===== src/rtl/enc_pos_pkg.sv =====
package enc_pos_pkg;
  typedef enum logic [1:0] {
    RST_EVERY_IDX = 2'd0,
    RST_AT_LIMIT  = 2'd1,
    RST_FIRST_IDX = 2'd2,
    RST_UNIT_TIME = 2'd3
  } rst_mode_e;

  typedef enum logic [1:0] {
    ILAT_NONE  = 2'd0,
    ILAT_RISE  = 2'd1,
    ILAT_FALL  = 2'd2,
    ILAT_MARK  = 2'd3
  } idx_latch_e;

  localparam logic [1:0] INIT_ON_RISE = 2'd2;
  localparam logic [1:0] INIT_ON_ALT  = 2'd3;
endpackage


===== src/rtl/enc_edge_det.sv =====
module enc_edge_det #(
  parameter int N = 2
) (
  input  logic         clk,
  input  logic         rst_n,
  input  logic [N-1:0] sig,
  output logic [N-1:0] rise,
  output logic [N-1:0] fall
);
  logic [N-1:0] prev_q;

  always_ff @(posedge clk or negedge rst_n) begin
    if (!rst_n) prev_q <= '0;
    else        prev_q <= sig;
  end

  for (genvar g = 0; g < N; g++) begin : g_edge
    assign rise[g] =  sig[g] & ~prev_q[g];
    assign fall[g] = ~sig[g] &  prev_q[g];
  end
endmodule


===== src/rtl/enc_pos_core.sv =====
module enc_pos_core #(
  parameter int W = 32
) (
  input  logic         clk,
  input  logic         rst_n,
  input  logic         enable,
  input  logic         load_preset,
  input  logic         zero_cnt,
  input  logic         step,
  input  logic         step_up,
  input  logic [W-1:0] preset,
  input  logic [W-1:0] wrap_max,
  output logic [W-1:0] pos,
  output logic         ovf,
  output logic         unf
);
  always_ff @(posedge clk or negedge rst_n) begin
    if (!rst_n) begin
      pos <= '0;
      ovf <= 1'b0;
      unf <= 1'b0;
    end else if (!enable) begin
      pos <= '0;
      ovf <= 1'b0;
      unf <= 1'b0;
    end else if (load_preset) begin
      pos <= preset;
    end else if (zero_cnt) begin
      pos <= '0;
    end else if (step) begin
      if (step_up) begin
        if (pos == wrap_max) begin
          pos <= '0;
          ovf <= 1'b1;
        end else begin
          pos <= pos + 1'b1;
        end
      end else begin
        if (pos == '0) begin
          pos <= wrap_max;
          unf <= 1'b1;
        end else begin
          pos <= pos - 1'b1;
        end
      end
    end
  end
endmodule


===== src/rtl/enc_event_latch.sv =====
module enc_event_latch #(
  parameter int W = 32
) (
  input  logic         clk,
  input  logic         rst_n,
  input  logic         enable,
  input  logic [W-1:0] pos,
  input  logic         dir,
  input  logic         idx_hit,
  input  logic         idx_mark,
  input  logic         stb_hit,
  input  logic         idx_rise,
  output logic [W-1:0] idx_snap,
  output logic [W-1:0] stb_snap,
  output logic         dir_snap,
  output logic         first_seen,
  output logic         first_dir,
  output logic         idx_evt,
  output logic         stb_evt
);
  always_ff @(posedge clk or negedge rst_n) begin
    if (!rst_n) begin
      idx_snap   <= '0;
      stb_snap   <= '0;
      dir_snap   <= 1'b0;
      first_seen <= 1'b0;
      first_dir  <= 1'b0;
      idx_evt    <= 1'b0;
      stb_evt    <= 1'b0;
    end else if (!enable) begin
      idx_snap   <= '0;
      stb_snap   <= '0;
      dir_snap   <= 1'b0;
      first_seen <= 1'b0;
      first_dir  <= 1'b0;
      idx_evt    <= 1'b0;
      stb_evt    <= 1'b0;
    end else begin
      if (idx_hit) begin
        idx_snap <= pos;
        idx_evt  <= 1'b1;
        if (idx_mark) dir_snap <= dir;
      end
      if (stb_hit) begin
        stb_snap <= pos;
        stb_evt  <= 1'b1;
      end
      if (idx_rise && !first_seen) begin
        first_seen <= 1'b1;
        first_dir  <= dir;
      end
    end
  end
endmodule


===== src/rtl/enc_pos_tracker.sv =====
module enc_pos_tracker
  import enc_pos_pkg::*;
#(
  parameter int W = 32
) (
  input  logic         clk,
  input  logic         rst_n,
  input  logic         enable,
  input  logic         cnt_pulse,
  input  logic         cnt_dir,
  input  logic         index_in,
  input  logic         strobe_in,
  input  logic         unit_evt,
  input  logic [1:0]   rst_mode,
  input  logic [1:0]   idx_init_mode,
  input  logic [1:0]   stb_init_mode,
  input  logic         sw_init,
  input  logic [1:0]   idx_latch_mode,
  input  logic         strobe_latch_dir,
  input  logic [W-1:0] preset,
  input  logic [W-1:0] max_pos,
  output logic [W-1:0] position,
  output logic [W-1:0] idx_latch,
  output logic [W-1:0] stb_latch,
  output logic         dir_latch,
  output logic         first_idx_flag,
  output logic         first_idx_dir,
  output logic         ovf_flag,
  output logic         unf_flag,
  output logic         idx_latch_evt,
  output logic         stb_latch_evt
);
  localparam int IDX = 0;
  localparam int STB = 1;

  logic [1:0] rise, fall;
  logic       stb_dir_edge, idx_init_hit, stb_init_hit, load_preset, zero_cnt;
  logic       idx_hit, idx_mark, stb_hit;
  logic [W-1:0] wrap_max;
  rst_mode_e  rmode;
  idx_latch_e imode;

  enc_edge_det #(.N(2)) u_edges (
    .clk  (clk),
    .rst_n(rst_n),
    .sig  ({strobe_in, index_in}),
    .rise (rise),
    .fall (fall)
  );

  assign rmode = rst_mode_e'(rst_mode);
  assign imode = idx_latch_e'(idx_latch_mode);

  assign stb_dir_edge = cnt_dir ? rise[STB] : fall[STB];

  assign idx_init_hit = ((idx_init_mode == INIT_ON_RISE) && rise[IDX]) ||
                        ((idx_init_mode == INIT_ON_ALT)  && fall[IDX]);
  assign stb_init_hit = ((stb_init_mode == INIT_ON_RISE) && rise[STB]) ||
                        ((stb_init_mode == INIT_ON_ALT)  && stb_dir_edge);
  assign load_preset  = sw_init | idx_init_hit | stb_init_hit;

  always_comb begin
    unique case (rmode)
      RST_EVERY_IDX: zero_cnt = rise[IDX];
      RST_AT_LIMIT:  zero_cnt = 1'b0;
      RST_FIRST_IDX: zero_cnt = rise[IDX] & ~first_idx_flag;
      RST_UNIT_TIME: zero_cnt = unit_evt;
      default:       zero_cnt = 1'b0;
    endcase
  end

  assign wrap_max = (rmode == RST_AT_LIMIT) ? max_pos : {W{1'b1}};

  always_comb begin
    unique case (imode)
      ILAT_RISE: idx_hit = rise[IDX];
      ILAT_FALL: idx_hit = fall[IDX];
      ILAT_MARK: idx_hit = rise[IDX];
      default:   idx_hit = 1'b0;
    endcase
  end
  assign idx_mark = (imode == ILAT_MARK);
  assign stb_hit  = strobe_latch_dir ? stb_dir_edge : rise[STB];

  enc_pos_core #(.W(W)) u_core (
    .clk        (clk),
    .rst_n      (rst_n),
    .enable     (enable),
    .load_preset(load_preset),
    .zero_cnt   (zero_cnt),
    .step       (cnt_pulse),
    .step_up    (cnt_dir),
    .preset     (preset),
    .wrap_max   (wrap_max),
    .pos        (position),
    .ovf        (ovf_flag),
    .unf        (unf_flag)
  );

  enc_event_latch #(.W(W)) u_latch (
    .clk       (clk),
    .rst_n     (rst_n),
    .enable    (enable),
    .pos       (position),
    .dir       (cnt_dir),
    .idx_hit   (idx_hit),
    .idx_mark  (idx_mark),
    .stb_hit   (stb_hit),
    .idx_rise  (rise[IDX]),
    .idx_snap  (idx_latch),
    .stb_snap  (stb_latch),
    .dir_snap  (dir_latch),
    .first_seen(first_idx_flag),
    .first_dir (first_idx_dir),
    .idx_evt   (idx_latch_evt),
    .stb_evt   (stb_latch_evt)
  );
endmodule


===== config.mk =====
export PLATFORM = sky130hd
export DESIGN_NAME = enc_pos_tracker
export DESIGN_NICKNAME = d
export VERILOG_FILES = /design/src/rtl/enc_pos_pkg.sv /design/src/rtl/enc_edge_det.sv /design/src/rtl/enc_pos_core.sv /design/src/rtl/enc_event_latch.sv /design/src/rtl/enc_pos_tracker.sv
export SDC_FILE = /design/constraint.sdc
export NUM_CORES = 1
export LEC_CHECK = 0
export BUFFER_PORTS_ARGS = -buffer_cell sky130_fd_sc_hd__buf_2
export CAP_MARGIN = 40
export CORE_UTILIZATION = 59
export DETAILED_ROUTE_END_ITERATION = 8
export GPL_TIMING_DRIVEN = 0
export PLACE_DENSITY = 0.9
export RECOVER_POWER = 50
export SLEW_MARGIN = 10
export SYNTH_ARGS = -nofsm -noshare
export SYNTH_HDL_FRONTEND = slang
export SYNTH_HIERARCHICAL = 1
export SYNTH_SLANG_ARGS = --single-unit

===== constraint.sdc =====
create_clock -name clk -period 5.5 [get_ports clk]
set_input_delay 0 -clock clk [delete_from_list [all_inputs] [get_ports clk]]
set_output_delay 0 -clock clk [all_outputs]
set_load 0.005 [all_outputs]

==> results_dict.tcl, run 1 <==
set metrics [dict create \
    ys_types 76 \
    final_nets 1112 \
    die_area_um2 12900 \
    fillers 877 \
    yosys.area.top_type "dfrtp_1" \
    syn_to_final_growth_pct 24.3 \
    period_minus_slack_ns 4.09 \
    max-vdd-ir-drop_mv 0.149 \
    p_leak_nw 3.99 \
    antenna_left 0 \
    wl_per_cell_um 23.0 \
    vias 7753 \
    dp_hpwl_um 19900 \
    layout_common_cells "buf_2 (174), dfrtp_1 (105), mux2i_1 (72)" \
    comb_power_share_pct 27.0 \
    yosys_warnings 6 \
    path_common_cell "buf_2" \
    synth-compound-area-share_pct 15.9 \
    gr-total-overflow 0 \
    clockBufferDepth 2 \
    root_buffer "clkbuf_16" \
    antenna_found_initial 0 \
    ioPinCount 185 \
    drv_slew 108 \
    clkTransAtPathRegs_ns 0.07 \
    synth_area_leaders "dfrtp_1 (36%), mux2i_1 (9.8%), nor2b_1 (5.8%)" \
    syn_inst 792 \
    synth_seq_cells 105 \
    start_util_pct 60.9 \
    violations "capacitance limit, slew limit" \
    cts_resized 0 \
    fin_setup_tns_ns 0 \
    syn_avg_cell_area_um2 9.27 \
    cp_top_family "simple AND/OR/NAND/NOR gates" \
    dp_slack_ns 1.25 \
    crit_path_cell_trace "buf_2 > nor2b_1 > buf_2 > nand2b_1 > xor2_1 > nor4_1 > nand4_1 > o31ai_1 > buf_4 > clkbuf_1 > o21ai_0" \
    cts_tree "yes" \
    power.share.switching_pct 34.4 \
    seqPwrFrac_pct 41.2 \
    cts_inserted_buffers 9 \
    first_iter_violations 1155 \
    crit_type "input port to flop" \
    n_antenna_cell 0 \
    drive_gt1_share_pct 23.3 \
    critPathCaptureType "flop" \
    rows 40 \
    routed_via_density 6.46 \
    worst_slew_pin_slew_ns 1.93 \
    fin_worst_skew_ns 0.00894 \
    wl_um 27700 \
    place_congestion 1.02 \
    synth-main-ff-cell "dfrtp_1" \
    synth_edf_count 0 \
    cp.buffers_inverters 4 \
    synth_nets 877 \
    timing.final.crit_share_pct 74.4 \
    rsz0062_at_grt "no" \
    p_per_area_nw_per_um2 226 \
    synth_top_family_by_area "simple AND/OR/NAND/NOR gates" \
    synth_fa_ha_area_share_pct 0.511 \
    synth_top_area_share_pct 35.8 \
    intPower_mw 1.35 \
    clock_insertion_delay_worst_skew_ns 0.36 \
    max_slew_margin_pct -28.4 \
    synth_area_um2 7340 \
    utilization_pct 75.7 \
    firstDrtPassIters 6 \
    hp-class "input port to flop" \
    synth_mux_area_share_pct 10.6 \
    final_hold_viol_count 0 \
    final_common_cell "buf_2" \
    cpMaxStageDelayCell "o31ai_1" \
    synthArstFlopShare_pct 100 \
    grt_max_degree 74 \
    maxCapViolCount 2 \
    htree_levels 3 \
    grt_pass1_vias 7349 \
    cp_data_required_time_ns 5.68 \
    die_w_um 114 \
    max_freq_ghz 0.244 \
    pwr-share-clk_pct 31.8 \
    core_um2 12100 \
    grtUsageTotal_pct 43.0 \
    crit_arrival_ns 4.27 \
    setup_ws_ns 1.41 \
    synth_seq_area_share_pct 35.8 \
    status "finished, violations left" \
    clock-sinks 105 \
    synth-simple-area-share_pct 24.8 \
    start_kind "input port" \
    synth-xor-area-share_pct 6.20 \
    grt_pass1_wl_um 41400 \
    switchingPower_uw 709 \
    cpPeakStageDelay_ns 0.77 \
    io_buffers 184 \
    die_h_um 114 \
    setup_viol 0 \
    cp_max_fo 10 \
    drcViolationCount 0 \
]
[Yosys cell counts (19+ instances only)]
cell,number
o21ai_0,22
nor2_1,34
nor2b_1,68
mux2i_1,72
o31ai_1,20
nor4_1,20
xor2_1,38
nand3_1,21
nand2b_1,39
nand4_1,20
dfrtp_1,105
a22oi_1,30
a21oi_1,19
nand2_1,44
clkbuf_1,51
[power groups by stage]
stage,Clock (mW),Combinational [mW],Sequential (mW)
detailed placement,0,0.519,0.860
CTS,0.659,0.540,0.846
global route,0.690,0.588,0.851
finish,0.656,0.557,0.848
floorplan,0,0.322,0.851
global placement,0,0.505,0.858
[final cells by class]
cell class              instances  area [um^2]  area share [%]
clock buffers                   9          225            2.47
repair buffers                224         1280            14.0
clock inverters                 7         70.1           0.768
plain buffers                  74          418            4.58
multi-input cells             604         4260            46.7
well taps                     168          210            2.30
inverters                       9         33.8           0.370
flip-flops and latches        105         2630            28.8
[worst register-to-register path: stages (launching register included)]
cell	delay [ns]
dfrtp_1	0.43
clkbuf_1	0.35
xor2_1	0.25
nor4_1	0.41
nand4_1	0.31
o31ai_1	0.77
buf_4	0.28
clkbuf_1	0.66
o21ai_0	0.29
[final timing paths]
check	startpoint	end	cells after the start	slack (ns)
setup / recovery	rst_mode[0]	u_core/pos[8]$_DFFE_PN0P_	11	1.41
hold / removal	preset[26]	u_core/pos[26]$_DFFE_PN0P_	4	0.02
setup reg to reg	u_core/pos[2]$_DFFE_PN0P_	u_core/pos[8]$_DFFE_PN0P_	8	1.58
hold reg to reg	u_latch/idx_evt$_DFFE_PN0P_	u_latch/idx_evt$_DFFE_PN0P_	1	0.48
max in group asynchronous	rst_n	u_core/pos[20]$_DFFE_PN0P_	3	2.18
min in group asynchronous	rst_n	u_core/pos[10]$_DFFE_PN0P_	2	0.72
[routing by layer]
metal,vias to the layer above,global-route usage [%],wire length (um)
met5,-,0,0
met4,0,20.3,1320
met3,117,8.98,3230
met2,612,68.3,12400
met1,3684,56.4,10800
li1,3340,-,-
[flip-flops by register name (all words and copies together), names as in the netlist]
name                cells
u_core/unf              1
u_latch/dir_snap        1
u_edges/prev_q          2
u_latch/first_dir       1
u_latch/stb_snap       32
u_core/ovf              1
u_latch/idx_evt         1
u_core/pos             32
u_latch/first_seen      1
u_latch/idx_snap       32
u_latch/stb_evt         1
[stage by stage]
stage	hold slack [ns]	std cells	instance area, um^2	power (mW)
3_5_place_dp	-0.0868	1153	8570	1.38
5_1_grt	0.0405	1200	9130	2.13
6_report	0.0192	1200	9130	2.06
4_1_cts	0.0151	1200	9180	2.05
2_1_floorplan	-0.296	792	7340	1.17
3_3_place_gp	0.132	1144	8470	1.36
[cells by family after synthesis]
family | count (synthesis)
simple gates | 314
compound gates | 158
flops | 105
buf+inv | 83
mux | 77
xor+xnor | 52
fa+ha+maj | 3
[timing repair]
item                      4_1_cts  5_1_grt
hold buffers                   31        0
buffers inserted                0        0
hold endpoints to repair      135        0
No activity file was read; power rests on OpenSTA's default activity.
==> run 2: changes to the inputs <==
Settings changed: CORE_UTILIZATION 59 to 49, PLACE_DENSITY 0.9 to 0.8.
Clock period 5.5 ns to 3.65 ns, I/O delays scaled along.
==> run 2 against run 1 <==
  * Worst hold slack is essentially flat
  * Sequential share of layout area shrank 0.28 points
  * Setup slack lost 1.3 ns
  * Design area grew 0.97%
  * First-iteration DRC count shrank 28%
  * Sequential power grew 51%
  * Critical path depth shrank 4
  * Clock power grew 57%
  * Count of clock-buffer cells in the layout grew 2
  * Combinational power grew 50%
  * Via count shrank 3.1%
  * The flow still finishes with violations (capacitance limit, slew limit)
==> results_dict.tcl, run 2 (synthesized netlist as in run 1, its figures left out) <==
set metrics [dict create \
    status "finished, violations left" \
    violations "capacitance limit, slew limit" \
    max-vdd-ir-drop_mv 0.222 \
    max_freq_ghz 0.280 \
    drcViolationCount 0 \
    antenna_left 0 \
    place_congestion 1.01 \
    gr-total-overflow 0 \
    io_buffers 184 \
    layout_common_cells "buf_2 (180), dfrtp_1 (105), mux2i_1 (72)" \
    grt_pass1_vias 7308 \
    rsz0062_at_grt "no" \
    period_minus_slack_ns 3.57 \
    final_common_cell "buf_2" \
    instances_no_fill 1219 \
    die_w_um 124 \
    wl_per_cell_um 22.0 \
    reg2reg_depth 7 \
    grt_pass1_wl_um 42500 \
    dp_slack_ns -0.0933 \
    crit_type "flop to flop" \
    dpl_cell_area_um2 8580 \
    comb_power_share_pct 26.6 \
    max_slew_margin_pct -62.3 \
    rows 44 \
    drv_slew 43 \
    clock_insertion_delay_worst_skew_ns 0.36 \
    first_iter_violations 835 \
    final_nets 1115 \
    cts_inserted_buffers 9 \
    seqPwrFrac_pct 40.6 \
    start_util_pct 50.3 \
    critPathCaptureType "flop" \
    switchingPower_mw 1.02 \
    grt_max_degree 65 \
    antenna_found_initial 0 \
    design_area_um2 9220 \
    dp_hpwl_um 19900 \
    htree_levels 3 \
    vias 7513 \
    syn_to_final_growth_pct 25.5 \
    largest_registers "u_core/pos: 32 flops, u_latch/idx_snap: 32 flops, u_latch/stb_snap: 32 flops" \
    clkTransAtPathRegs_ns 0.08 \
    p_leak_nw 4.04 \
    ioPinCount 185 \
    hp-class "input port to flop" \
    whs_ns 0.0191 \
    timing.final.crit_share_pct 97.8 \
    worst_slew_pin_slew_ns 2.43 \
    cts_tree "yes" \
    setup_ws_ns 0.0795 \
    fin_worst_skew_ns 0.0132 \
    wl_um 26900 \
    final_hold_viol_count 0 \
    drive_gt1_share_pct 24.2 \
    cp_max_fo 10 \
    power.share.switching_pct 32.5 \
    setup_viol 0 \
    routed_via_density 6.16 \
    die_h_um 124 \
    p_per_area_nw_per_um2 341 \
    pwr-share-clk_pct 32.8 \
    die_area_um2 15500 \
    crit_arrival_ns 3.76 \
    grtUsageTotal_pct 35.4 \
    fin_setup_tns_ns 0 \
    intPower_mw 2.12 \
    root_buffer "clkbuf_16" \
    n_antenna_cell 0 \
    firstDrtPassIters 5 \
    core_um2 14600 \
    hold_depth 4 \
    cp_data_required_time_ns 3.84 \
    clockBufferDepth 2 \
    maxCapViolCount 1 \
    start_kind "flop" \
    clock-sinks 105 \
    place_inst 1167 \
]
## run 2: cell type report
cell class / count / area, um^2
Tap cell: 184 / 230
Inverter: 9 / 33.8
Multi-Input combinational cell: 604 / 4290
Buffer: 74 / 419
Fill cell: 1247 / 5370
Sequential cell: 105 / 2630
Timing Repair Buffer: 227 / 1300
Clock inverter: 5 / 67.6
Clock buffer: 11 / 243
## run 2: what timing repair did
action | CTS | global route
buffers inserted | 0 | 3
hold endpoints to repair | 128 | 0
hold buffers | 32 | 0
resized for setup | 0 | 5
endpoints found under the setup margin | 0 | 20
## run 2: final timing paths
kind | start | to | slack, ns
worst min-delay path | preset[26] | u_core/pos[26]$_DFFE_PN0P_ | 0.02
min in group asynchronous | rst_n | u_latch/stb_snap[5]$_DFFE_PN0P_ | 0.94
worst max register to register | u_core/pos[15]$_DFFE_PN0P_ | u_core/pos[0]$_DFFE_PN0P_ | 0.08
worst min register to register | u_latch/idx_evt$_DFFE_PN0P_ | u_latch/idx_evt$_DFFE_PN0P_ | 0.48
worst max-delay path | u_core/pos[15]$_DFFE_PN0P_ | u_core/pos[0]$_DFFE_PN0P_ | 0.08
max in group asynchronous | rst_n | u_latch/idx_snap[21]$_DFFE_PN0P_ | 0.63
## run 2: per-layer routing
layer / vias up / GRT usage, % / wire length (um)
li1: 3353 / - / -
met1: 3613 / 49.7 / 11600
met2: 466 / 54.6 / 11900
met3: 81 / 5.58 / 2390
met4: 0 / 14.3 / 987
met5: - / 0 / 0
## run 2: power by group through the flow
stage	Combinational [mW]	Sequential, mW	Clock (mW)
global route	0.895	1.28	1.09
finish	0.834	1.28	1.03
detailed placement	0.781	1.30	0
floorplan	0.485	1.28	0
CTS	0.813	1.27	1.05
global placement	0.769	1.29	0
## run 2: worst max-delay path, stage by stage (launching register included)
cell and delay [ns]:
dfrtp_1 0.49, clkbuf_1 0.49, xor2_1 0.13, nor4_1 0.48
nand4_1 0.34, o31ai_4 0.56, clkbuf_1 0.66, o21ai_0 0.24
## run 2: per-stage QoR
stage | utilization (%) | total power [mW]
2_1_floorplan | - | 1.77
3_3_place_gp | 58.2 | 2.06
3_5_place_dp | 58.8 | 2.08
4_1_cts | 63.1 | 3.14
5_1_grt | 63.2 | 3.27
6_report | 63.2 | 3.14
==> run 3: changes to the inputs <==
Settings changed: CORE_MARGIN set to 2, SETUP_SLACK_MARGIN set to 0.4.
==> run 3 against run 2 <==
  * The flow still finishes with violations (capacitance limit, slew limit)
  * Clock power fell by 5%
  * Core utilization grew 0.64 points
  * Cell count up 0.41%
  * Total power down 0.95%
  * Largest cell class unchanged
  * Die area is 3.2% higher
  * Critical endpoint is now u_core/pos[19]$_DFFE_PN0P_
  * Setup slack better by 0.33 ns
  * Sequential power about the same
==> results_dict.tcl, run 3 (synthesized netlist as in run 1, its figures left out) <==
set metrics [dict create \
    cp_data_required_time_ns 3.93 \
    period_minus_slack_ns 3.24 \
    clock_insertion_delay_worst_skew_ns 0.36 \
    n_antenna_cell 0 \
    firstDrtPassIters 5 \
    max-vdd-ir-drop_mv 0.223 \
    gr-total-overflow 0 \
    grt_pass1_vias 7130 \
    max_slew_margin_pct -41.1 \
    rsz0062_at_grt "yes" \
    syn_to_final_growth_pct 26.8 \
    layout_common_cells "buf_2 (175), dfrtp_1 (105), mux2i_1 (72)" \
    clock-sinks 105 \
    crit_start "u_core/pos[12]$_DFFE_PN0P_" \
    die_h_um 126 \
    dp_hpwl_um 20100 \
    cp_max_fo 10 \
    violations "capacitance limit, slew limit" \
    setup_viol 0 \
    critPathCaptureType "flop" \
    drive_gt1_share_pct 26.0 \
    antenna_left 0 \
    fin_total_pwr_mw 3.11 \
    grtUsageTotal_pct 33.0 \
    grt_pass1_wl_um 41000 \
    start_util_pct 50.3 \
    final_hold_viol_count 0 \
    die_w_um 126 \
    setup_ws_ns 0.406 \
    start_kind "flop" \
    p_per_area_nw_per_um2 334 \
    wl_per_cell_um 22.2 \
    drv_slew 38 \
    maxCapViolCount 1 \
    fin_worst_skew_ns 0.0110 \
    status "finished, violations left" \
    final_common_cell "buf_2" \
    hp-class "input port to flop" \
    r2r_start "u_core/pos[12]$_DFFE_PN0P_" \
    utilization_pct 63.8 \
    hold_path.startpoint "preset[26]" \
    p_leak_nw 4.10 \
    rows 44 \
    timing.final.crit_share_pct 88.9 \
    cts_inserted_buffers 9 \
    largest_registers "u_core/pos: 32 flops, u_latch/idx_snap: 32 flops, u_latch/stb_snap: 32 flops" \
    ioPinCount 185 \
    clkTransAtPathRegs_ns 0.07 \
    cts_tree "yes" \
    wl_um 27200 \
    first_iter_violations 748 \
    routed_via_density 6.14 \
    crit_type "flop to flop" \
    grt_max_degree 70 \
    crit_arrival_ns 3.52 \
    place_congestion 1.02 \
    crit_path_cell_trace "buf_2 > nor4_4 > and4b_1 > nand3_2 > clkbuf_1 > a31oi_1 > o211ai_1 > a21boi_0" \
    clockBufferDepth 2 \
    core_um2 14600 \
    cpMaxStageDelayCell "nor4_4" \
    final_nets 1120 \
    worst_slew_pin_slew_ns 2.12 \
    htree_levels 3 \
    max_freq_ghz 0.308 \
    cpPeakStageDelay_ns 0.68 \
    die_area_um2 16000 \
    io_buffers 184 \
    dp_slack_ns -0.115 \
    vias 7519 \
    antenna_found_initial 0 \
    drcViolationCount 0 \
    root_buffer "clkbuf_16" \
]
run 3: cell count changes in the layout (fill, tap and decap cells not counted), moves of 2 or more:
cell and delta:
buf_2 -5, nor3_1 -3, buf_4 +5, clkbuf_2 +11
buf_1 -2, nor4_1 -2, nor3_2 +3, clkbuf_1 -5
inv_6 -2
run 3: report_power, final:
| part | internal, mW | switching, mW | total [mW] | leakage, nW |
|---|---|---|---|---|
| Combinational | 0.350 | 0.502 | 0.852 | 2.52 |
| Clock | 0.513 | 0.468 | 0.981 | 0.150 |
| Sequential | 1.22 | 0.0622 | 1.28 | 1.43 |
| Total | 2.08 | 1.03 | 3.11 | 4.10 |
run 3: critical path, delay by kind of cell, from the launching register on:
kind / cells / cell delay, ns
buf+inv: 2 / 0.63
flops: 1 / 0.42
simple gates: 3 / 1.38
compound gates: 3 / 0.73
run 3: cell type report:
class,instances,area (um^2)
Timing Repair Buffer,232,1340
Buffer,74,433
Clock inverter,5,45.0
Clock buffer,11,253
Inverter,9,33.8
Sequential cell,105,2630
Multi-Input combinational cell,604,4350
Fill cell,1263,5280
Tap cell,184,230
run 3: what timing repair did:
item / CTS / global route
endpoints found under the hold margin: 136 / 0
hold buffers: 32 / 0
resized for setup: 6 / 27
setup buffers: 3 / 5
pin swaps: 1 / 2
setup endpoints to repair: 21 / 29
run 3: metal layers:
layer | global-route usage (%) | wire [um] | vias to the layer above | part of all wire (%)
met5 | 0 | 0 | - | 0
met4 | 11.5 | 861 | 0 | 3.2
met3 | 5.48 | 2590 | 73 | 9.5
met2 | 52.5 | 12200 | 445 | 45
met1 | 45.8 | 11500 | 3640 | 42
li1 | - | - | 3361 | -
run 3: worst paths after layout:
kind / slack, ns / end / depth (start not counted)
worst max-delay path: 0.41 / u_core/pos[19]$_DFFE_PN0P_ / 8
worst min-delay path: 0.01 / u_core/pos[26]$_DFFE_PN0P_ / 4
max in group asynchronous: 0.84 / u_latch/stb_snap[24]$_DFFE_PN0P_ / 3
worst max register to register: 0.41 / u_core/pos[19]$_DFFE_PN0P_ / 8
min in group asynchronous: 0.80 / u_latch/idx_snap[1]$_DFFE_PN0P_ / 2
worst min register to register: 0.48 / u_latch/idx_evt$_DFFE_PN0P_ / 1
run 3: per-stage QoR:
step / cells / TNS, ns / area (um^2) / hold WS (ns)
final: 1224 / 0 / 9310 / 0.0133
after detailed placement: 1168 / -0.261 / 8590 / -0.0683
after CTS: 1219 / 0 / 9250 / 0.00904
after floorplan: 792 / 0 / 7340 / -0.296
after global placement: 1160 / -12.99 / 8490 / 0.134
after global routing: 1224 / 0 / 9310 / 0.0318
